==> config.mk <==
export PLATFORM = sky130hd
export DESIGN_NAME = booth_r4_seq_mul
export DESIGN_NICKNAME = d
export VERILOG_FILES = /design/src/rtl/booth_mul_pkg.sv /design/src/rtl/booth_digit_recoder.sv /design/src/rtl/booth_multiple_sel.sv /design/src/rtl/booth_addsub.sv /design/src/rtl/booth_r4_seq_mul.sv
export SDC_FILE = /design/constraint.sdc
export NUM_CORES = 1
export LEC_CHECK = 0
export BUFFER_PORTS_ARGS = -buffer_cell sky130_fd_sc_hd__buf_4
export CORE_MARGIN = 2
export CORE_UTILIZATION = 45
export DETAILED_ROUTE_END_ITERATION = 12
export PLACE_DENSITY = 0.75
export SYNTH_ARGS = -nofsm -noshare
export SYNTH_HDL_FRONTEND = slang
export SYNTH_SLANG_ARGS = --single-unit
==> constraint.sdc <==
create_clock -name clk -period 5.2 [get_ports clk]
set_input_delay 0.52 -clock clk [delete_from_list [all_inputs] [get_ports clk]]
set_output_delay 0.52 -clock clk [all_outputs]
set_load 0.03 [all_outputs]
==> src/rtl/booth_mul_pkg.sv <==
package booth_mul_pkg;

    // Controls derived from one radix-4 window
    typedef struct packed {
        logic neg;   // subtract the multiple
        logic two;   // use 2X instead of X
        logic non0;  // multiple is non-zero
    } booth_ctl_t;

endpackage

==> src/rtl/booth_digit_recoder.sv <==
module booth_digit_recoder
    import booth_mul_pkg::*;
(
    input  logic [2:0]  grp,
    output booth_ctl_t  ctl
);
    always_comb begin
        ctl.non0 = !((grp == 3'b000) || (grp == 3'b111));
        ctl.two  = (grp == 3'b011) || (grp == 3'b100);
        ctl.neg  = grp[2] && ctl.non0;
    end
endmodule

==> src/rtl/booth_multiple_sel.sv <==
module booth_multiple_sel
    import booth_mul_pkg::*;
#(
    parameter int W = 8,
    localparam int AW = W + 2
) (
    input  logic [W-1:0]  x,
    input  booth_ctl_t    ctl,
    output logic [AW-1:0] mult
);
    logic signed [AW-1:0] x_ext;

    always_comb begin
        x_ext = AW'($signed(x));
        if (!ctl.non0)
            mult = '0;
        else if (ctl.two)
            mult = x_ext <<< 1;
        else
            mult = x_ext;
    end
endmodule

==> src/rtl/booth_addsub.sv <==
module booth_addsub #(
    parameter int AW = 10
) (
    input  logic [AW-1:0] a,
    input  logic [AW-1:0] b,
    input  logic          sub,
    output logic [AW-1:0] y
);
    always_comb begin
        y = sub ? (a - b) : (a + b);
    end
endmodule

==> src/rtl/booth_r4_seq_mul.sv <==
module booth_r4_seq_mul
    import booth_mul_pkg::*;
#(
    parameter int W = 8
) (
    input  logic           clk,
    input  logic           rst_n,
    input  logic           start,
    input  logic           approx,
    input  logic [W-1:0]   mcand,
    input  logic [W-1:0]   mplier,
    output logic           busy,
    output logic           done,
    output logic [2*W-1:0] product
);
    localparam int AW  = W + 2;            // running partial product width
    localparam int YW  = W + 1;            // multiplier with appended bit
    localparam int DIG = W / 2;            // digits in exact mode
    localparam int CW  = $clog2(DIG + 1);
    localparam int PW  = 2 * W;

    typedef struct packed {
        logic          busy;
        logic          done;
        logic          trunc;
        logic [CW-1:0] cnt;
        logic [W-1:0]  x;
        logic [YW-1:0] ysh;
        logic [AW-1:0] acc;
        logic [W-1:0]  low;
        logic [PW-1:0] prod;
    } mul_state_t;

    mul_state_t st_q, st_d;

    booth_ctl_t    ctl;
    logic [AW-1:0] mult;
    logic [AW-1:0] sum;

    booth_digit_recoder u_rec (
        .grp (st_q.ysh[2:0]),
        .ctl (ctl)
    );

    booth_multiple_sel #(.W(W)) u_sel (
        .x    (st_q.x),
        .ctl  (ctl),
        .mult (mult)
    );

    booth_addsub #(.AW(AW)) u_add (
        .a   (st_q.acc),
        .b   (mult),
        .sub (ctl.neg),
        .y   (sum)
    );

    logic signed [YW-1:0] y_app;
    logic signed [YW-1:0] y_load;

    always_comb begin
        y_app  = {mplier, 1'b0};
        y_load = approx ? (y_app >>> 2) : y_app;

        st_d      = st_q;
        st_d.done = 1'b0;

        if (!st_q.busy) begin
            if (start) begin
                st_d.busy  = 1'b1;
                st_d.trunc = approx;
                st_d.x     = mcand;
                st_d.ysh   = y_load;
                st_d.acc   = '0;
                st_d.low   = '0;
                st_d.cnt   = approx ? CW'(DIG - 1) : CW'(DIG);
            end
        end else begin
            st_d.acc = AW'($signed(sum) >>> 2);
            st_d.low = {sum[1:0], st_q.low[W-1:2]};
            st_d.ysh = YW'($signed(st_q.ysh) >>> 2);
            st_d.cnt = st_q.cnt - 1'b1;
            if (st_q.cnt == CW'(1)) begin
                st_d.busy = 1'b0;
                st_d.done = 1'b1;
                if (st_q.trunc)
                    st_d.prod = {st_d.acc[W-1:0], st_d.low[W-1:2], 2'b00};
                else
                    st_d.prod = {st_d.acc[W-1:0], st_d.low};
            end
        end
    end

    always_ff @(posedge clk or negedge rst_n) begin
        if (!rst_n)
            st_q <= '0;
        else
            st_q <= st_d;
    end

    assign busy    = st_q.busy;
    assign done    = st_q.done;
    assign product = st_q.prod;

endmodule

Word-level counts from Yosys, hierarchy flattened --
Index checks and enable logic that the tools add are counted.
Storage, ports and cells: ROM bits 0, word-level logic and storage cells 39, bits in registers 57, latch bits 0, RAM bits 0, output and inout bits 18, memories 0, input bits 20
Operators by class: order comparisons 0, add/sub/neg operators 3, multiplexer cells 13, multiply operators 0, reductions and logical operators 8, div/mod/pow operators 0, shifts and indexed selects 0, equality and inequality tests 4, bitwise operators 1
Operators by type and width (count):
- two-way mux 38 bit | 1
- two-way mux 26 bit | 1
- two-way mux 10 bit | 2
- two-way mux 8 bit | 2
- adder 10 bit | 1
- subtractor 10 bit | 1
- == test 3 bit (second input constant) | 2
- two-way mux 3 bit | 2
- two-way mux 2 bit | 2
- AND reduction 2 bit | 2
- == test 3 x 1 -> 1 bit (second input constant) | 1
- == test 3 x 2 -> 1 bit (second input constant) | 1
- logical NOT 3 bit | 1
- two-way mux 1 bit | 3
- subtractor 3 x 1 -> 3 bit (second input constant) | 1
- logical OR 1 bit | 2
- nonzero test 2 bit | 1
- logical AND 1 bit | 1
- logical NOT 1 bit | 1
- inverter 1 bit | 1

Longest topological paths before layout --
Gate-level depths: netlist (run 1).
depth in word-level cells 7, mapped depth 21, mapped depth without buffers 18

By module --
From an unflattened synthesis (run 1), not the netlist that was laid out.
Unflattened totals: cell total of the unflattened synthesis 303, area, all modules 3039.2 um^2
Modules (own cells, without submodules):
- booth_r4_seq_mul | times used 1, area each 2264.7 um^2, sequential area each 1326.3 um^2, cells an instance 196
- booth_addsub | times used 1, area each 584.3 um^2, sequential area each 0.0 um^2, cells an instance 82
- booth_multiple_sel | times used 1, area each 148.9 um^2, sequential area each 0.0 um^2, cells an instance 18
- booth_digit_recoder | times used 1, area each 41.3 um^2, sequential area each 0.0 um^2, cells an instance 7

Least setup slack after synthesis (run 1) --
Ideal clock, no wire load.
kind flip-flop to flip-flop, start point register st_q[34] in the netlist's numbering, end point register st_q[32] in the netlist's numbering, stages on the path, launching flop included 19, data arrival time 4317 ps, library setup time 122 ps, data required time 5078 ps, clock period less this slack 4438 ps, setup slack 762 ps, path buffers 3, path through dfrtp_1 -> buf_6 -> clkbuf_1 -> a221o_2 -> o21ai_0 -> ha_1 -> inv_1 -> a2111oi_4 -> a41oi_2 -> or4_1 -> buf_2 -> o31ai_1 -> a221oi_1 -> ha_1 -> a21o_1 -> o41ai_2 -> mux2i_1 -> nand3_1 -> a32o_1
Between the ends: word-level cells in the longest chain between the ends 7, elaborated cells on any way between the ends 14, classes of those cells 2 x add/sub; 3 x eq/ne; 4 x mux; 5 x reduce/logical
RTL lines:
- start: declaration | line booth_r4_seq_mul.sv:34 | mul_state_t st_q, st_d;
- start signal: assignment | line booth_r4_seq_mul.sv:98 | st_q <= st_d;
- == test 3 x 2 -> 1 bit or == test 3 bit (tied branches) | line booth_digit_recoder.sv:9 | ctl.two = (grp == 3'b011) || (grp == 3'b100);
- logical OR 1 bit | line booth_digit_recoder.sv:9
- two-way mux 8 bit | line booth_multiple_sel.sv:17 | else if (ctl.two)
- two-way mux 10 bit | line booth_multiple_sel.sv:15 | if (!ctl.non0)
- adder 10 bit or subtractor 10 bit (tied branches) | line booth_addsub.sv:10 | y = sub ? (a - b) : (a + b);
- two-way mux 10 bit (*) | line booth_addsub.sv:10
- two-way mux 26 bit (*) | line booth_r4_seq_mul.sv:68 | if (!st_q.busy) begin
Mark *: on every way between the ends. The rest lies on a longest branch, timed or not. A chain may end at the register's enable or synchronous reset.

Worst setup path after layout (run 1) --
start point register st_q[36] in the netlist's numbering, end point register st_q[32] in the netlist's numbering
The elaborated chain is that of the path after synthesis.

==> impl_metrics.py, run 1 <==
metrics = {
    "logic_synthesis": {
        "yosysTopAreaCellShare_pct": 38.6,
        "synth-edff-count": 0,
        "synth_sequential_area_ratio_pct": 38.6,
        "synthCells": 377,
        "ys_types": 71,
        "avgSynthCellArea_um2": 9.10,
        "synth.area.top_cells": "dfrtp_1, nand2_1, o21ai_0",
        "synth-main-ff-cell": "dfrtp_1",
        "netlist_area_um2": 3430,
        "ys_warn_count": 0,
        "ys_ff_latch": 53,
        "yosysTopAreaCell": "dfrtp_1",
        "syn_nets": 410,
        "synth-async-reset-ratio_pct": 100,
    },
    "sta": {
        "skew_ps": 4.92,
        "rsz0062_at_grt": "no",
        "relSlewSlack_pct": 36.4,
        "drv_slew": 0,
        "hold_viol": 0,
        "max_freq_mhz": 208,
        "fin_setup_tns_ps": 0,
        "min_period_over_period_pct": 92.3,
        "setup_violations": 0,
        "worstMarginPinSlew_ps": 951,
        "setup_slack_ps": 401,
        "layout_min_cycle_time_ps": 4800,
    },
    "layout": {
        "diodes": 0,
        "finalInstanceArea_um2": 3700,
        "final_net_count": 420,
        "area_delta_synth_final_pct": 7.95,
        "fin_cells": 487,
        "final_cell_mix": "nand2_1, dfrtp_1, buf_4",
        "drive_above_1_share_pct": 19.6,
        "final_common_cell": "nand2_1",
    },
    "clock_network": {
        "cts_setup_buffers": 0,
        "cts_tree": "built",
        "cts_max_path_buffers": 2,
        "htree_levels": 2,
        "cts_hold_buf": 0,
        "cts_sinks": 53,
        "clk_root_buffer_cell": "clkbuf_8",
        "clock_latency_ps": 310,
        "cts_resized": 0,
        "clk_pin_slew_worst_paths_ps": 90,
        "numCtsBuffers": 5,
    },
    "routing": {
        "drc": 0,
        "wire_per_inst_um": 14.5,
        "ant_nets": 0,
        "drt_wl_total_mm": 7.04,
        "drtIter0Drc": 101,
        "dr.pass1.iters": 4,
        "via_per_inst": 5.51,
        "vias": 2681,
    },
    "floorplan": {
        "die_area_um2": 8340,
        "fp-row-count": 31,
        "dieWidth_um": 91.3,
        "core_area_um2": 7330,
        "start_util_pct": 46.8,
        "top_level_ports": 38,
        "die_y_um": 91.3,
    },
    "flow_run": {
        "maxCapViolCount": 0,
    },
    "setup_path": {
        "critPathLaunchType": "register",
        "arrival_ps": 5010,
        "cp.required_ps": 5410,
        "critPathKind": "register to register",
        "crit_fanout": 13,
        "reg2reg_slack_ps": 400,
        "cp-end-kind": "register",
    },
    "place": {
        "io_buffers": 37,
        "preCtsSetupSlack_ps": 487,
        "dp_hpwl_mm": 5.11,
        "place.gp.congestion": 0.920,
        "dp.cells": 479,
        "placed_area_um2": 3620,
    },
    "global_routing": {
        "grt_pass1_wl_mm": 12.2,
        "grt_overflow": 0,
        "grt_use_total_pct": 18.0,
        "grt_max_degree": 54,
        "antenna_found_initial": 0,
        "grt_pass1_vias": 2553,
    },
    "status": {
        "status": "finished, final reports clean",
    },
    "min_path": {
        "hp-class": "input pin to asynchronous set/reset pin",
    },
}
[registers in the layout, indices dropped and copies added, names as in the netlist]
name,flops
done,1
busy,1
st_q,35
product,16
[per-layer routing]
layer  GRT usage, %  part of all wire [%]  vias up
li1               -                     -     1339
met1           24.7                    47     1270
met2           29.1                    48       67
met3           4.23                   4.3        5
met4           3.66                  0.75        0
met5              0                     0        -
[cell usage after synthesis, types with 5 or more instances]
library cell	number
nand2_1	67
dfrtp_1	53
o21ai_0	34
buf_4	16
a21oi_1	15
nor2_1	15
inv_1	14
ha_1	12
clkbuf_1	11
mux2_2	11
nor2b_1	8
o31ai_1	8
mux2i_1	7
a22o_1	6
xnor2_1	5
xor2_1	5
[per-stage QoR]
stage	utilization (%)	hold WS (ps)
global route	50.5	272
detailed placement	49.4	467
CTS	50.5	257
global placement	49.4	462
finish	50.5	220
floorplan	-	224
[critical path: stages (launching register included)]
cell and delay [ps]:
dfrtp_1 540, and2b_1 250, a221o_2 350, o21ai_0 100
ha_1 240, inv_1 110, a2111oi_4 360, a41oi_2 100
or4_1 600, o31ai_1 270, a221oi_1 130, ha_1 350
a21o_1 210, o41ai_2 460, mux2i_1 300, nand3_1 100
a32o_1 260
[cells by family (layout without fill, tap and decap cells)]
group,after synthesis,in the layout,share of synthesized area [%]
buffers and inverters,56,67,9.33
xor gates and xnor gates,10,10,2.55
and+or+nand+nor,117,117,16.1
AOI/OAI and AO/OA,109,109,22.5
adders and majority gates,14,14,5.25
DFF,53,53,38.6
muxes,18,18,5.65
[layout make-up]
type | count | area [um2]
Clock buffer | 6 | 72.6
Sequential cell | 53 | 1330
Multi-Input combinational cell | 268 | 1790
Clock inverter | 2 | 13.8
Tap cell | 99 | 124
Timing Repair Buffer | 43 | 323
Inverter | 16 | 60.1
Fill cell | 701 | 3630
[final timing paths]
path / start / to / cells after the start
setup / recovery: st_q[36] / st_q[32] / 16
hold / removal: rst_n / product[4] / 1
setup reg to reg: st_q[36] / st_q[32] / 16
hold reg to reg: product[10] / product[10] / 2
max in group asynchronous: rst_n / st_q[50] / 1
min in group clk: mcand[4] / st_q[47] / 3
Power of run 1 is not shown: default switching activity piles up to over one toggle a cycle in this logic, so the estimate is an artifact.
==> run 2: changes to the inputs <==
==> constraint.sdc (replaced) <==
create_clock -name clk -period 4.55 [get_ports clk]
set_input_delay 0.2275 -clock clk [delete_from_list [all_inputs] [get_ports clk]]
set_output_delay 0.2275 -clock clk [all_outputs]
set_load 0.03 [all_outputs]
==> impl_metrics.py, run 2 (same netlist as run 1, synthesis figures left out) <==
metrics = {
    "routing": {
        "drtIter0Drc": 209,
        "wire_per_inst_um": 14.7,
        "drt_wl_total_mm": 7.27,
        "dr.pass1.iters": 4,
        "via_per_inst": 5.56,
        "drc": 0,
        "ant_nets": 0,
        "vias": 2750,
    },
    "layout": {
        "final_common_cell": "nand2_1",
        "final_net_count": 428,
        "num-fill-cells": 660,
        "top_register": "st_q",
        "area_delta_synth_final_pct": 11.8,
        "final_cell_mix": "nand2_1, dfrtp_1, buf_4",
        "diodes": 0,
        "largest_reg_flops": 35,
        "drive_above_1_share_pct": 22.2,
    },
    "flow_run": {
        "maxCapViolCount": 0,
    },
    "global_routing": {
        "grt_overflow": 0,
        "grt_pass1_vias": 2613,
        "grt_max_degree": 54,
        "antenna_found_initial": 0,
        "grt_pass1_wl_mm": 12.5,
        "grt_use_total_pct": 18.4,
    },
    "floorplan": {
        "top_level_ports": 38,
        "die_area_um2": 8340,
        "dieWidth_um": 91.3,
        "die_y_um": 91.3,
        "fp-row-count": 31,
        "start_util_pct": 46.8,
        "core_area_um2": 7330,
    },
    "setup_path": {
        "critPathKind": "register to register",
        "max_stage_delay_ps": 580,
        "cp.required_ps": 4760,
        "cp_num_buf_inv": 1,
        "cp-end-kind": "register",
        "cp_cell_sequence": "and2b_1, a221o_2, o21ai_1, ha_2, inv_1, a2111oi_4, a41oi_2, or4_4, o31ai_4, a221oi_2, ha_1, a21o_1, o41ai_4, mux2i_1, nand3_1, a32o_1",
        "critPathLaunchType": "register",
        "cp_slowest_cell": "or4_4",
        "arrival_ps": 4550,
        "crit_fanout": 4,
        "cp_top_family": "compound AO/OA/AOI/OAI gates",
    },
    "place": {
        "place.gp.congestion": 0.885,
        "dp_hpwl_mm": 5.09,
        "preCtsSetupSlack_ps": -19.0,
        "io_buffers": 37,
    },
    "sta": {
        "relSlewSlack_pct": 24.4,
        "worstMarginPinSlew_ps": 1130,
        "max_freq_mhz": 230,
        "drv_slew": 0,
        "hold_viol": 0,
        "layout_min_cycle_time_ps": 4350,
        "setup_violations": 0,
        "fin_setup_tns_ps": 0,
        "setup_slack_ps": 204,
        "min_period_over_period_pct": 95.5,
        "skew_ps": 13.8,
    },
    "clock_network": {
        "clk_root_buffer_cell": "clkbuf_8",
        "numCtsBuffers": 5,
        "cts_tree": "built",
        "cts_max_path_buffers": 2,
        "cts_sinks": 53,
        "htree_levels": 2,
        "clk_pin_slew_worst_paths_ps": 100,
        "clock_latency_ps": 310,
    },
    "status": {
        "status": "finished, final reports clean",
    },
    "min_path": {
        "hp-class": "input pin to register",
    },
}
-- run 2: repair_timing --
item | CTS | global route
setup buffers | 0 | 4
gates resized for setup | 1 | 6
endpoints found under the hold margin | 53 | 0
endpoints found under the setup margin | 2 | 4
pin swaps | 0 | 5
hold buffers | 1 | 0
-- run 2: routing by layer --
metal	vias up	routed length [um]	track usage, %
li1	1352	-	-
met1	1324	3410	25.3
met2	66	3510	30.0
met3	8	281	2.57
met4	0	76	5.93
met5	-	0	0
-- run 2: final cells by class --
type	instances	area, um2	share of cell area, %
clock buffer	5	68.8	1.79
clock inverter	3	50.0	1.30
inverter	16	60.1	1.57
multi-input combinational	268	1820	47.5
sequential	53	1330	34.6
tap	99	124	3.23
timing repair buffer	51	385	10.0
-- run 2: worst paths after layout --
kind                              from     endpoint  slack, ps  depth (start not counted)
setup / recovery              st_q[36]     st_q[32]        200                         16
hold / removal                mcand[4]     st_q[47]        110                          3
setup reg to reg              st_q[36]     st_q[32]        200                         16
hold reg to reg            product[10]  product[10]        480                          2
max in group asynchronous        rst_n     st_q[26]       3610                          2
min in group asynchronous        rst_n   product[1]        470                          2
-- run 2: tightest hold or removal path, stage by stage --
cell and delay, ps:
buf_4 70, nand2_1 30, o21ai_0 60
-- run 2: through the flow --
stage / area, um2 / util (%) / hold slack (ps) / cells
final: 3840 / 52.3 / 111 / 495
after global routing: 3840 / 52.3 / 127 / 495
after CTS: 3780 / 51.6 / 105 / 491
after detailed placement: 3640 / 49.7 / 316 / 482
after global placement: 3640 / 49.7 / 315 / 482
after floorplan: 3430 / - / -68.1 / 377
Power of run 2 is left out for the same reason.
==> run 3: changes to the inputs <==
--- a/config.mk
+++ b/config.mk
@@ -5,11 +5,11 @@
 export SDC_FILE = /design/constraint.sdc
 export NUM_CORES = 1
 export LEC_CHECK = 0
-export BUFFER_PORTS_ARGS = -buffer_cell sky130_fd_sc_hd__buf_4
 export CORE_MARGIN = 2
 export CORE_UTILIZATION = 45
 export DETAILED_ROUTE_END_ITERATION = 12
-export PLACE_DENSITY = 0.75
+export DONT_BUFFER_PORTS = 1
+export PLACE_DENSITY = 0.71
 export SYNTH_ARGS = -nofsm -noshare
 export SYNTH_HDL_FRONTEND = slang
 export SYNTH_SLANG_ARGS = --single-unit
==> impl_metrics.py, run 3 (same netlist as run 1, synthesis figures left out) <==
metrics = {
    "floorplan": {
        "dieWidth_um": 91.3,
        "fp-row-count": 31,
        "start_util_pct": 46.8,
        "core_area_um2": 7330,
        "die_area_um2": 8340,
        "top_level_ports": 38,
        "die_y_um": 91.3,
    },
    "clock_network": {
        "clk_pin_slew_worst_paths_ps": 100,
        "numCtsBuffers": 5,
        "cts_sinks": 53,
        "cts_max_path_buffers": 2,
        "cts_tree": "built",
        "clk_root_buffer_cell": "clkbuf_8",
        "htree_levels": 2,
        "clock_latency_ps": 310,
    },
    "setup_path": {
        "crit_fanout": 6,
        "max_stage_delay_ps": 550,
        "cp.required_ps": 4750,
        "critPathLaunchType": "register",
        "cp_slowest_cell": "or4_4",
        "cp-end-kind": "register",
        "arrival_ps": 4500,
        "cp_cell_sequence": "and2b_1, a221o_2, o21ai_0, ha_2, inv_1, a2111oi_4, a41oi_2, or4_4, o31ai_2, a221oi_1, ha_1, a21o_1, o41ai_4, mux2i_1, nand3_1, a32o_1",
        "critPathKind": "register to register",
        "rr_worst_depth": 16,
    },
    "sta": {
        "worstMarginPinSlew_ps": 954,
        "max_freq_mhz": 233,
        "rsz0062_at_grt": "no",
        "setup_slack_ps": 255,
        "hold_viol": 0,
        "setup_violations": 0,
        "relSlewSlack_pct": 36.3,
        "min_period_over_period_pct": 94.4,
        "skew_ps": 8.94,
        "drv_slew": 0,
        "layout_min_cycle_time_ps": 4300,
    },
    "global_routing": {
        "busiest_layer": "met2",
        "use_met2_pct": 29.9,
        "antenna_found_initial": 0,
        "grt_overflow": 0,
        "gr-usage-met3_pct": 4.15,
        "grt_use_met1_pct": 23.9,
        "grt_use_total_pct": 18.1,
        "grt_pass1_wl_mm": 12.4,
        "grt_max_degree": 54,
        "grt_pass1_vias": 2583,
    },
    "routing": {
        "ant_nets": 0,
        "via_per_inst": 5.73,
        "wire_per_inst_um": 15.6,
        "vias": 2649,
        "dr.pass1.iters": 5,
        "drtIter0Drc": 142,
        "drc": 0,
        "drt_wl_total_mm": 7.20,
    },
    "layout": {
        "num-fill-cells": 659,
        "final_net_count": 395,
        "final_common_cell": "nand2_1",
        "largest_reg_flops": 35,
        "diodes": 0,
        "drive_above_1_share_pct": 14.6,
        "area_delta_synth_final_pct": 4.74,
        "final_cell_mix": "nand2_1, dfrtp_1, o21ai_0",
        "top_register": "st_q",
    },
    "place": {
        "io_buffers": 0,
        "dp_hpwl_mm": 5.07,
        "place.gp.congestion": 0.853,
        "preCtsSetupSlack_ps": -120,
    },
    "min_path": {
        "hp-class": "input pin to register",
        "min_path_cells": 2,
    },
    "flow_run": {
        "maxCapViolCount": 0,
    },
    "status": {
        "status": "finished, final reports clean",
    },
}
run 3: cell count changes in the layout (fill, tap and decap cells not counted), sizes merged:
cell / previous run / this run
buf: 50 / 15
dlygate4sd3: 1 / 3
run 3: per-stage QoR:
| step | TNS, ps | util, % | instances | hold slack [ps] | area (um2) |
|---|---|---|---|---|---|
| floorplan | 0 | - | 377 | -68.1 | 3430 |
| global placement | 0 | 45.9 | 445 | -67.0 | 3360 |
| detailed placement | -185 | 45.9 | 445 | -67.0 | 3360 |
| CTS | 0 | 48.3 | 456 | 4.04 | 3540 |
| global route | 0 | 49.0 | 462 | 45.7 | 3590 |
| finish | 0 | 49.0 | 462 | 34.6 | 3590 |
run 3: cell type report:
cell class                      instances  area [um2]  share of cell area [%]
Timing Repair Buffer                   18         163                    4.52
Sequential cell                        53        1330                    36.9
Clock buffer                            5        68.8                    1.91
Clock inverter                          3        43.8                    1.22
Inverter                               16        60.1                    1.67
Tap cell                               99         124                    3.45
Multi-Input combinational cell        268        1810                    50.3
run 3: layer usage:
metal	part of all wire [%]	vias to the layer above
li1	-	1290
met1	48	1281
met2	47	71
met3	4.8	7
met4	1.0	0
met5	0	-
run 3: critical path, delay by kind of cell, from the launching register on:
family	cells	cell delay, ps
muxes	1	270
buffers and inverters	1	90
DFF	1	410
adders and majority gates	2	590
AOI/OAI and AO/OA	9	1970
and+or+nand+nor	3	860
run 3: what timing repair did:
| action | CTS | global route |
|---|---|---|
| hold buffers | 3 | 1 |
| pin swaps | 0 | 3 |
| setup buffers | 0 | 5 |
| endpoints found under the setup margin | 2 | 2 |
| endpoints found under the hold margin | 55 | 1 |
| gates resized for setup | 3 | 2 |
run 3: final timing paths:
kind	start	to	slack [ps]
setup / recovery	st_q[34]	st_q[32]	250
hold / removal	mcand[4]	st_q[47]	30
setup reg to reg	st_q[34]	st_q[32]	250
hold reg to reg	st_q[37]	st_q[35]	490
max in group asynchronous	rst_n	st_q[34]	3890
min in group asynchronous	rst_n	product[2]	410
Power of run 3 is left out for the same reason.
